### config.mk
export PLATFORM = sky130hd
export DESIGN_NAME = perm_fault_enc
export DESIGN_NICKNAME = d
export VERILOG_FILES = /design/src/rtl/perm_fault_pkg.sv /design/src/rtl/perm_calc.sv /design/src/rtl/access_check.sv /design/src/rtl/fault_fmt.sv /design/src/rtl/perm_fault_enc.sv
export SDC_FILE = /design/constraint.sdc
export NUM_CORES = 1
export LEC_CHECK = 0
export BUFFER_PORTS_ARGS = -buffer_cell sky130_fd_sc_hd__buf_2
export CORE_AREA = 2 2 82 84
export DETAILED_ROUTE_END_ITERATION = 6
export DIE_AREA = 0 0 84 86
export PLACE_DENSITY = 0.66
export SYNTH_ARGS = -nofsm -noshare
export SYNTH_HDL_FRONTEND = slang
export SYNTH_HIERARCHICAL = 1
export SYNTH_SLANG_ARGS = --single-unit
### constraint.sdc
create_clock -name vclk -period 5.15
set_input_delay 0.515 -clock vclk [all_inputs]
set_output_delay 0.515 -clock vclk [all_outputs]
set_load 0.03 [all_outputs]
### src/rtl/perm_fault_pkg.sv
package perm_fault_pkg;
  localparam int unsigned CAUSE_W = 32;
  localparam int unsigned PERM_W  = 3;

  typedef enum logic [1:0] {
    ACC_RD  = 2'd0,
    ACC_WR  = 2'd1,
    ACC_EX  = 2'd2,
    ACC_RSV = 2'd3
  } access_e;

  typedef enum logic [2:0] {
    FK_NONE = 3'd0,
    FK_DSTO = 3'd1,
    FK_ISTO = 3'd2,
    FK_DSEG = 3'd3,
    FK_ISEG = 3'd4
  } fault_kind_e;

  localparam logic [CAUSE_W-1:0] CAUSE_GUARD = 32'h1000_0000;
  localparam logic [CAUSE_W-1:0] CAUSE_PROT  = 32'h0800_0000;
  localparam logic [CAUSE_W-1:0] CAUSE_STORE = 32'h0200_0000;

  localparam logic [1:0] ATTR_GUARDED = 2'b10;

  // permission vector bit positions
  localparam int unsigned P_RD = 0;
  localparam int unsigned P_WR = 1;
  localparam int unsigned P_EX = 2;
endpackage

### src/rtl/perm_calc.sv
module perm_calc
  import perm_fault_pkg::*;
(
  input  logic [3:0]        auth_i,
  input  logic              problem_i,
  input  logic [1:0]        dmask_i,
  input  logic              imask_x_i,
  output logic [PERM_W-1:0] perm_o
);
  logic              priv_only;
  logic [PERM_W-1:0] encoded;
  logic [PERM_W-1:0] key_allow;

  assign priv_only = auth_i[3];

  always_comb begin
    encoded       = '0;
    encoded[P_RD] = auth_i[2] | auth_i[1];
    encoded[P_WR] = auth_i[1];
    encoded[P_EX] = auth_i[0];
  end

  always_comb begin
    key_allow       = '0;
    key_allow[P_RD] = ~dmask_i[0];
    key_allow[P_WR] = ~dmask_i[1];
    key_allow[P_EX] = ~imask_x_i;
  end

  always_comb begin
    if (priv_only && problem_i)      perm_o = '0;
    else if (problem_i || priv_only) perm_o = encoded;
    else                             perm_o = encoded & key_allow;
  end
endmodule

### src/rtl/access_check.sv
module access_check
  import perm_fault_pkg::*;
(
  input  logic [1:0]        attr_i,
  input  logic [1:0]        access_i,
  input  logic [PERM_W-1:0] perm_i,
  output logic              is_exec_o,
  output logic              is_write_o,
  output logic              guard_deny_o,
  output logic              prot_deny_o
);
  logic [PERM_W-1:0] need;

  assign is_exec_o  = (access_i == ACC_EX);
  assign is_write_o = (access_i == ACC_WR);

  always_comb begin
    need = '0;
    unique case (access_i)
      ACC_WR:  need[P_WR] = 1'b1;
      ACC_EX:  need[P_EX] = 1'b1;
      default: need[P_RD] = 1'b1; // read and reserved code
    endcase
  end

  // guarded-execute check takes precedence over authority check
  assign guard_deny_o = is_exec_o && (attr_i == ATTR_GUARDED);
  assign prot_deny_o  = !guard_deny_o && ((need & ~perm_i) != '0);
endmodule

### src/rtl/fault_fmt.sv
module fault_fmt
  import perm_fault_pkg::*;
#(
  parameter int unsigned EA_W = 64
) (
  input  logic               seg_i,
  input  logic               guard_i,
  input  logic               prot_i,
  input  logic               is_exec_i,
  input  logic               is_write_i,
  input  logic [EA_W-1:0]    ea_i,
  output logic [2:0]         kind_o,
  output logic [CAUSE_W-1:0] status_o,
  output logic [CAUSE_W-1:0] err_code_o,
  output logic [EA_W-1:0]    addr_o,
  output logic               addr_vld_o
);
  fault_kind_e        kind;
  logic [CAUSE_W-1:0] cause;

  always_comb begin
    if (guard_i)     cause = CAUSE_GUARD;
    else if (prot_i) cause = CAUSE_PROT;
    else             cause = '0;
  end

  always_comb begin
    if (seg_i)                 kind = is_exec_i ? FK_ISEG : FK_DSEG;
    else if (guard_i || prot_i) kind = is_exec_i ? FK_ISTO : FK_DSTO;
    else                       kind = FK_NONE;
  end

  always_comb begin
    status_o   = '0;
    err_code_o = '0;
    if (kind == FK_DSTO)      status_o   = cause | (is_write_i ? CAUSE_STORE : '0);
    else if (kind == FK_ISTO) err_code_o = cause;
  end

  assign addr_vld_o = (kind == FK_DSTO) || (kind == FK_DSEG);
  assign addr_o     = addr_vld_o ? ea_i : '0;
  assign kind_o     = kind;
endmodule

### src/rtl/perm_fault_enc.sv
module perm_fault_enc
  import perm_fault_pkg::*;
#(
  parameter int unsigned EA_W = 64
) (
  input  logic [5:0]         leaf_flags_i,
  input  logic [1:0]         access_i,
  input  logic               problem_i,
  input  logic [1:0]         dmask_i,
  input  logic               imask_x_i,
  input  logic               seg_req_i,
  input  logic [EA_W-1:0]    ea_i,
  output logic [PERM_W-1:0]  grant_o,
  output logic               deny_o,
  output logic [2:0]         fault_kind_o,
  output logic [CAUSE_W-1:0] status_o,
  output logic [CAUSE_W-1:0] err_code_o,
  output logic [EA_W-1:0]    fault_addr_o,
  output logic               fault_addr_vld_o
);
  logic [PERM_W-1:0] perm;
  logic is_exec, is_write, guard_deny, prot_deny;
  logic guard_eff, prot_eff;

  perm_calc u_perm_calc (
    .auth_i    (leaf_flags_i[3:0]),
    .problem_i (problem_i),
    .dmask_i   (dmask_i),
    .imask_x_i (imask_x_i),
    .perm_o    (perm)
  );

  access_check u_access_check (
    .attr_i       (leaf_flags_i[5:4]),
    .access_i     (access_i),
    .perm_i       (perm),
    .is_exec_o    (is_exec),
    .is_write_o   (is_write),
    .guard_deny_o (guard_deny),
    .prot_deny_o  (prot_deny)
  );

  // segment request overrides page checks
  assign guard_eff = guard_deny && !seg_req_i;
  assign prot_eff  = prot_deny  && !seg_req_i;

  fault_fmt #(.EA_W(EA_W)) u_fault_fmt (
    .seg_i      (seg_req_i),
    .guard_i    (guard_eff),
    .prot_i     (prot_eff),
    .is_exec_i  (is_exec),
    .is_write_i (is_write),
    .ea_i       (ea_i),
    .kind_o     (fault_kind_o),
    .status_o   (status_o),
    .err_code_o (err_code_o),
    .addr_o     (fault_addr_o),
    .addr_vld_o (fault_addr_vld_o)
  );

  assign deny_o  = seg_req_i | guard_deny | prot_deny;
  assign grant_o = (seg_req_i || guard_deny) ? '0 : perm;
endmodule

==> reports/metrics.json, run 1 <==
{
  "p_leak_nw": 1.20,
  "route.detailed.wl_per_inst_um": 10.8,
  "synth.top_cells.by_area": "nor3b_2, buf_4, nor3b_1, buf_6, buf_2",
  "critPathMaxStageDelay_ps": 700,
  "mappedNetlistArea_um2": 1530,
  "grt_setup_unrepaired": "false",
  "area.growth.synth_to_final_pct": 36.4,
  "end_kind": "output pin",
  "final-setup-viol-count": 0,
  "worst_ep_required_time_ps": 4640,
  "max_slew_margin": 0.377,
  "sequential_cell_total": 0,
  "seq_area_frac_synth": 0,
  "worstHoldPathCells": 3,
  "drc": 0,
  "grtUsageTotal": 0.0995,
  "finalWeightedCongestion": 0.685,
  "fin_hold_ws_ps": 1410,
  "ioPinCount": 213,
  "fraction_of_layout_instances_using_a_drive_strength_above_1": 0.668,
  "timing.critical_path.buf_inv": 3,
  "vias": 1514,
  "first_pass_grt_wire_length_mm": 6.24,
  "numPortBuffers": 154,
  "core.rowCount": 29,
  "viasPerCell": 3.85,
  "grt_antenna_before_repair": 0,
  "postcts_resize_cnt": 0,
  "die_area_um2": 7220,
  "cp_max_fo": 65,
  "timing.hold.worst_endpoint": "fault_addr_o[3]",
  "finalHoldViolations": 0,
  "dr.first_iter.drc_count": 33,
  "clock_buffer_count": 0,
  "crit_family": "buffers and inverters",
  "drt_pass1_iterations": 4,
  "die_y_um": 86,
  "synthesized_area_per_cell_um2": 8.65,
  "cp_common_cell": "buf_2",
  "synth_area_leader_cell": "nor3b_2",
  "utilization": 0.332,
  "post_dp_cell_area_um2": 2090,
  "holdCritStartpoint": "ea_i[3]",
  "grt_max_degree": 71,
  "maxClockFrequency_ghz": 0.304,
  "cellPowerDensity_nw_per_um2": 144,
  "antenna_cells": 0,
  "critPathSlowestCell": "buf_4",
  "seqCellArea_um2": 0,
  "timing.critical_path.arrival_ps": 2770,
  "power_w": 0.000301,
  "synth_cells": 177,
  "critical_path_class": "input pin to output pin",
  "result_of_the_run": "completed",
  "fin_setup_tns_ps": 0,
  "finalCritPeriodShare": 0.639,
  "crit_chain": "buf_2 -> and2_4 -> a211oi_1 -> nand2b_1 -> a31oi_1 -> and2b_2 -> nor3_4 -> buf_4 -> nor3b_1 -> buf_2",
  "place.detailed.hpwl_mm": 3.54,
  "timing.hold.worst.class": "input pin to output pin",
  "max-cap-violations": 0,
  "slew_viol_final": 0,
  "num-nets-final": 397,
  "worst_slew_pin_tran_ps": 935,
  "totalWireLength_mm": 4.26,
  "cts_setup_buffers": 0,
  "synth_largest_type_area_fraction": 0.401,
  "number_of_global_route_vias_before_repair": 1290,
  "post_cts_hold_buffer_count": 0,
  "period_needed_ps": 3290,
  "finalInstanceArea_um2": 2090,
  "yosys_warnings": 6,
  "ir_drop_mv": 0.0619,
  "ant_nets": 0,
  "die_w_um": 84,
  "globalRouteOverflowTotal": 0,
  "worstSetupStartpointType": "input pin",
  "starting_density_of_the_core": 0.244,
  "synth_cell_types": 23,
  "design.core.area_um2": 6280
}
-- how the worst max path moves through the flow --
stage	startpoint	endpoint	slack [ps]	cells past startpoint
global route	leaf_flags_i[3]	fault_addr_o[62]	1690	10
detailed placement	leaf_flags_i[3]	fault_addr_o[62]	1830	10
finish	leaf_flags_i[3]	fault_addr_o[62]	1860	10
global placement	leaf_flags_i[3]	fault_addr_o[1]	1920	10
CTS	leaf_flags_i[3]	fault_addr_o[62]	1830	10
floorplan	problem_i	status_o[25]	2240	7
-- logic make-up (layout without fill, tap and decap cells) --
| family | count (synthesis) | count (layout) | synth area share |
|---|---|---|---|
| adder cells (fa/ha/maj) | 2 | 2 | 0.0164 |
| AND/OR/NAND/NOR | 89 | 89 | 0.580 |
| buffers and inverters | 80 | 161 | 0.379 |
| other | 1 | 59 | 0.00245 |
| AO/OA/AOI/OAI | 5 | 5 | 0.0221 |
-- placed cells by master (no fill, tap or decap) --
master    count
a211oi_1      3
a31oi_1       1
and2_1        1
and2_4        1
and2b_2       2
and3b_2       1
buf_2       154
buf_4         2
conb_1       59
ha_1          1
ha_4          1
inv_1         5
nand2b_1      5
nor2_1        6
nor3_1        2
nor3_4        1
nor3b_1      18
nor3b_2      49
nor4b_1       1
o21ai_1       1
or2b_1        1
or3_1         1
-- power breakdown --
group | leakage, nW | internal [W] | switching (W) | total (W)
Combinational | 1.20 | 0.0000860 | 0.000215 | 0.000301
Clock | 0 | 0 | 0 | 0
Sequential | 0 | 0 | 0 | 0
Total | 1.20 | 0.0000860 | 0.000215 | 0.000301
-- routing by layer --
| layer | vias up | wire length (µm) | GRT usage |
|---|---|---|---|
| met2 | 105 | 2260 | 0.205 |
| met1 | 655 | 1570 | 0.117 |
| met4 | 0 | 0 | 0 |
| met5 | - | 0 | 0 |
| met3 | 0 | 427 | 0.00866 |
| li1 | 754 | - | - |
-- cell type report --
class	instances	area, µm²
fill	669	4190
multi-input combinational	155	1190
timing repair buffer	156	786
tap	77	96.3
inverter	5	18.8
-- tightest hold or removal path: cells and delay by family --
| kind | cells | cell delay (ps) |
|---|---|---|
| buffers and inverters | 2 | 260 |
| AND/OR/NAND/NOR | 1 | 120 |
-- synthesized netlist by cell type --
master	n
buf_4	60
nor3b_2	49
nor3b_1	18
buf_2	8
buf_6	6
nor2_1	6
inv_1	5
nand2b_1	5
a211oi_1	3
and2b_2	2
ha_1	2
nor3_1	2
a31oi_1	1
and2_1	1
and2_4	1
and3b_2	1
clkbuf_1	1
conb_1	1
nor3_2	1
nor4b_1	1
o21ai_1	1
or2b_1	1
or3_1	1
-- per-stage QoR --
step	setup slack, ps	instances
after floorplan	2240	235
after global placement	1920	393
after detailed placement	1830	393
after CTS	1830	393
after global routing	1690	393
final	1860	393
Note: power is estimated with default switching activity, not from simulation.
==> run 2, diff against run 1 <==
Settings changed: ABC_AREA set to 1, PLACE_DENSITY 0.66 to 0.72.
Clock period 5.15 ns to 2.9 ns, I/O delays scaled along.
==> reports/metrics.json, run 2 <==
{
  "synth_cells": 260,
  "route.detailed.wl_per_inst_um": 7.71,
  "synth_largest_type_area_fraction": 0.326,
  "starting_density_of_the_core": 0.270,
  "first_pass_grt_wire_length_mm": 5.79,
  "seq_area_frac_synth": 0,
  "worst_ep_required_time_ps": 2610,
  "utilization": 0.364,
  "timing.hold.worst.class": "input pin to output pin",
  "num-nets-final": 489,
  "num-fill-cells": 686,
  "synthesized_area_per_cell_um2": 6.52,
  "cts_setup_buffers": 0,
  "antenna_cells": 0,
  "area.growth.synth_to_final_pct": 34.9,
  "synth_cell_types": 16,
  "numPortBuffers": 154,
  "drt_pass1_iterations": 4,
  "slew_viol_final": 0,
  "globalRouteMet3Util": 0.0164,
  "ir_drop_mv": 0.132,
  "period_needed_ps": 2500,
  "finalHoldViolations": 0,
  "result_of_the_run": "completed",
  "post-synth-top-count-cell": "inv_1",
  "die_w_um": 84,
  "finalInstanceArea_um2": 2290,
  "finalWeightedCongestion": 0.717,
  "busiest_layer": "met2",
  "fin_hold_ws_ps": 911,
  "final_common_cell": "buf_2",
  "maxClockFrequency_ghz": 0.400,
  "design.core.area_um2": 6280,
  "final-setup-viol-count": 0,
  "worstSetupStartpointType": "input pin",
  "layoutNonFillerInstCount": 485,
  "grtUsageTotal": 0.0898,
  "synth_area_leader_cell": "nor2_4",
  "place.detailed.hpwl_mm": 3.47,
  "end_kind": "output pin",
  "ant_nets": 0,
  "globalRouteOverflowTotal": 0,
  "fraction_of_layout_instances_using_a_drive_strength_above_1": 0.529,
  "seqCellArea_um2": 0,
  "core.rowCount": 29,
  "mappedNetlistArea_um2": 1690,
  "cellPowerDensity_nw_per_um2": 258,
  "dr.first_iter.drc_count": 13,
  "synth_commonest_cells": "inv_1, buf_4, nor2_4",
  "fin_setup_tns_ps": 0,
  "drc": 0,
  "yosys_warnings": 6,
  "clock_buffer_count": 0,
  "timing.critical_path.arrival_ps": 2210,
  "finalCritPeriodShare": 0.862,
  "sequential_cell_total": 0,
  "cp_max_fo": 34,
  "gr-usage-met2": 0.187,
  "layout_common_cells": "buf_2, inv_1, conb_1",
  "vias": 1671,
  "die_y_um": 86,
  "multi_input_area_um2": 1040,
  "p_leak_nw": 1.59,
  "max-cap-violations": 0,
  "viasPerCell": 3.45,
  "grt_antenna_before_repair": 0,
  "place_inst": 485,
  "number_of_global_route_vias_before_repair": 1383,
  "critical_path_class": "input pin to output pin",
  "synth.top_cells.by_area": "nor2_4, buf_4, inv_1, nor2_1, buf_12",
  "totalWireLength_mm": 3.74,
  "groute.layer.met1.usage": 0.0995,
  "grt_max_degree": 35,
  "post_cts_hold_buffer_count": 0,
  "ioPinCount": 213,
  "postcts_resize_cnt": 0,
  "die_area_um2": 7220,
  "grt_setup_unrepaired": "false",
  "post_dp_cell_area_um2": 2290
}
run 2: cell types whose count changed after synthesis, sizes merged, moves of 3 or more:
| cell | before | now |
|---|---|---|
| a211oi | 3 | 0 |
| nand2 | 0 | 19 |
| nor2 | 6 | 79 |
| nand3 | 0 | 3 |
| inv | 5 | 86 |
| nor3 | 3 | 0 |
| buf | 74 | 67 |
| nand2b | 5 | 0 |
| nor3b | 67 | 0 |
run 2: critical path, cell delays in order:
cell and delay [ps]:
buf_2 90, inv_1 40, ha_1 240, nand2_1 100, nor2_2 40, inv_1 40, nand2_1 40, inv_1 40
inv_1 40, nor2_1 170, nor2_1 80, nand2_1 160, nand2_8 270, buf_12 280, nor2_4 90, buf_2 200
run 2: worst paths after layout:
kind | to | cells after the start | slack, ps | startpoint
worst max-delay path | fault_addr_o[52] | 16 | 400 | access_i[0]
worst min-delay path | fault_addr_o[0] | 4 | 910 | ea_i[0]
run 2: kinds of logic after synthesis:
family | count (synthesis) | share of synthesized area
other | 1 | 0.00221
AO/OA/AOI/OAI | 3 | 0.00886
AND/OR/NAND/NOR | 101 | 0.449
adder cells (fa/ha/maj) | 2 | 0.0148
buffers and inverters | 153 | 0.525
run 2: final cells by class:
type               instances  area share
multi-input cells        165       0.453
repair buffers           157       0.363
inverters                 86       0.141
well taps                 77      0.0421
run 2: layer usage:
layer | share of wire | wire length, µm
met5 | 0 | 0
met4 | 0 | 0
met3 | 0.12 | 457
met2 | 0.54 | 2020
met1 | 0.34 | 1260
run 2: through the flow:
| stage | power [W] | worst slack (ps) |
|---|---|---|
| detailed placement | 0.000594 | 388 |
| finish | 0.000591 | 400 |
| global route | 0.000631 | 239 |
| floorplan | 0.000531 | 827 |
| CTS | 0.000595 | 392 |
| global placement | 0.000588 | 447 |
run 2: report_power, final:
group | switching [W] | total, W | internal (W)
registers | 0 | 0 | 0
logic | 0.000430 | 0.000591 | 0.000161
clock network | 0 | 0 | 0
total | 0.000430 | 0.000591 | 0.000161
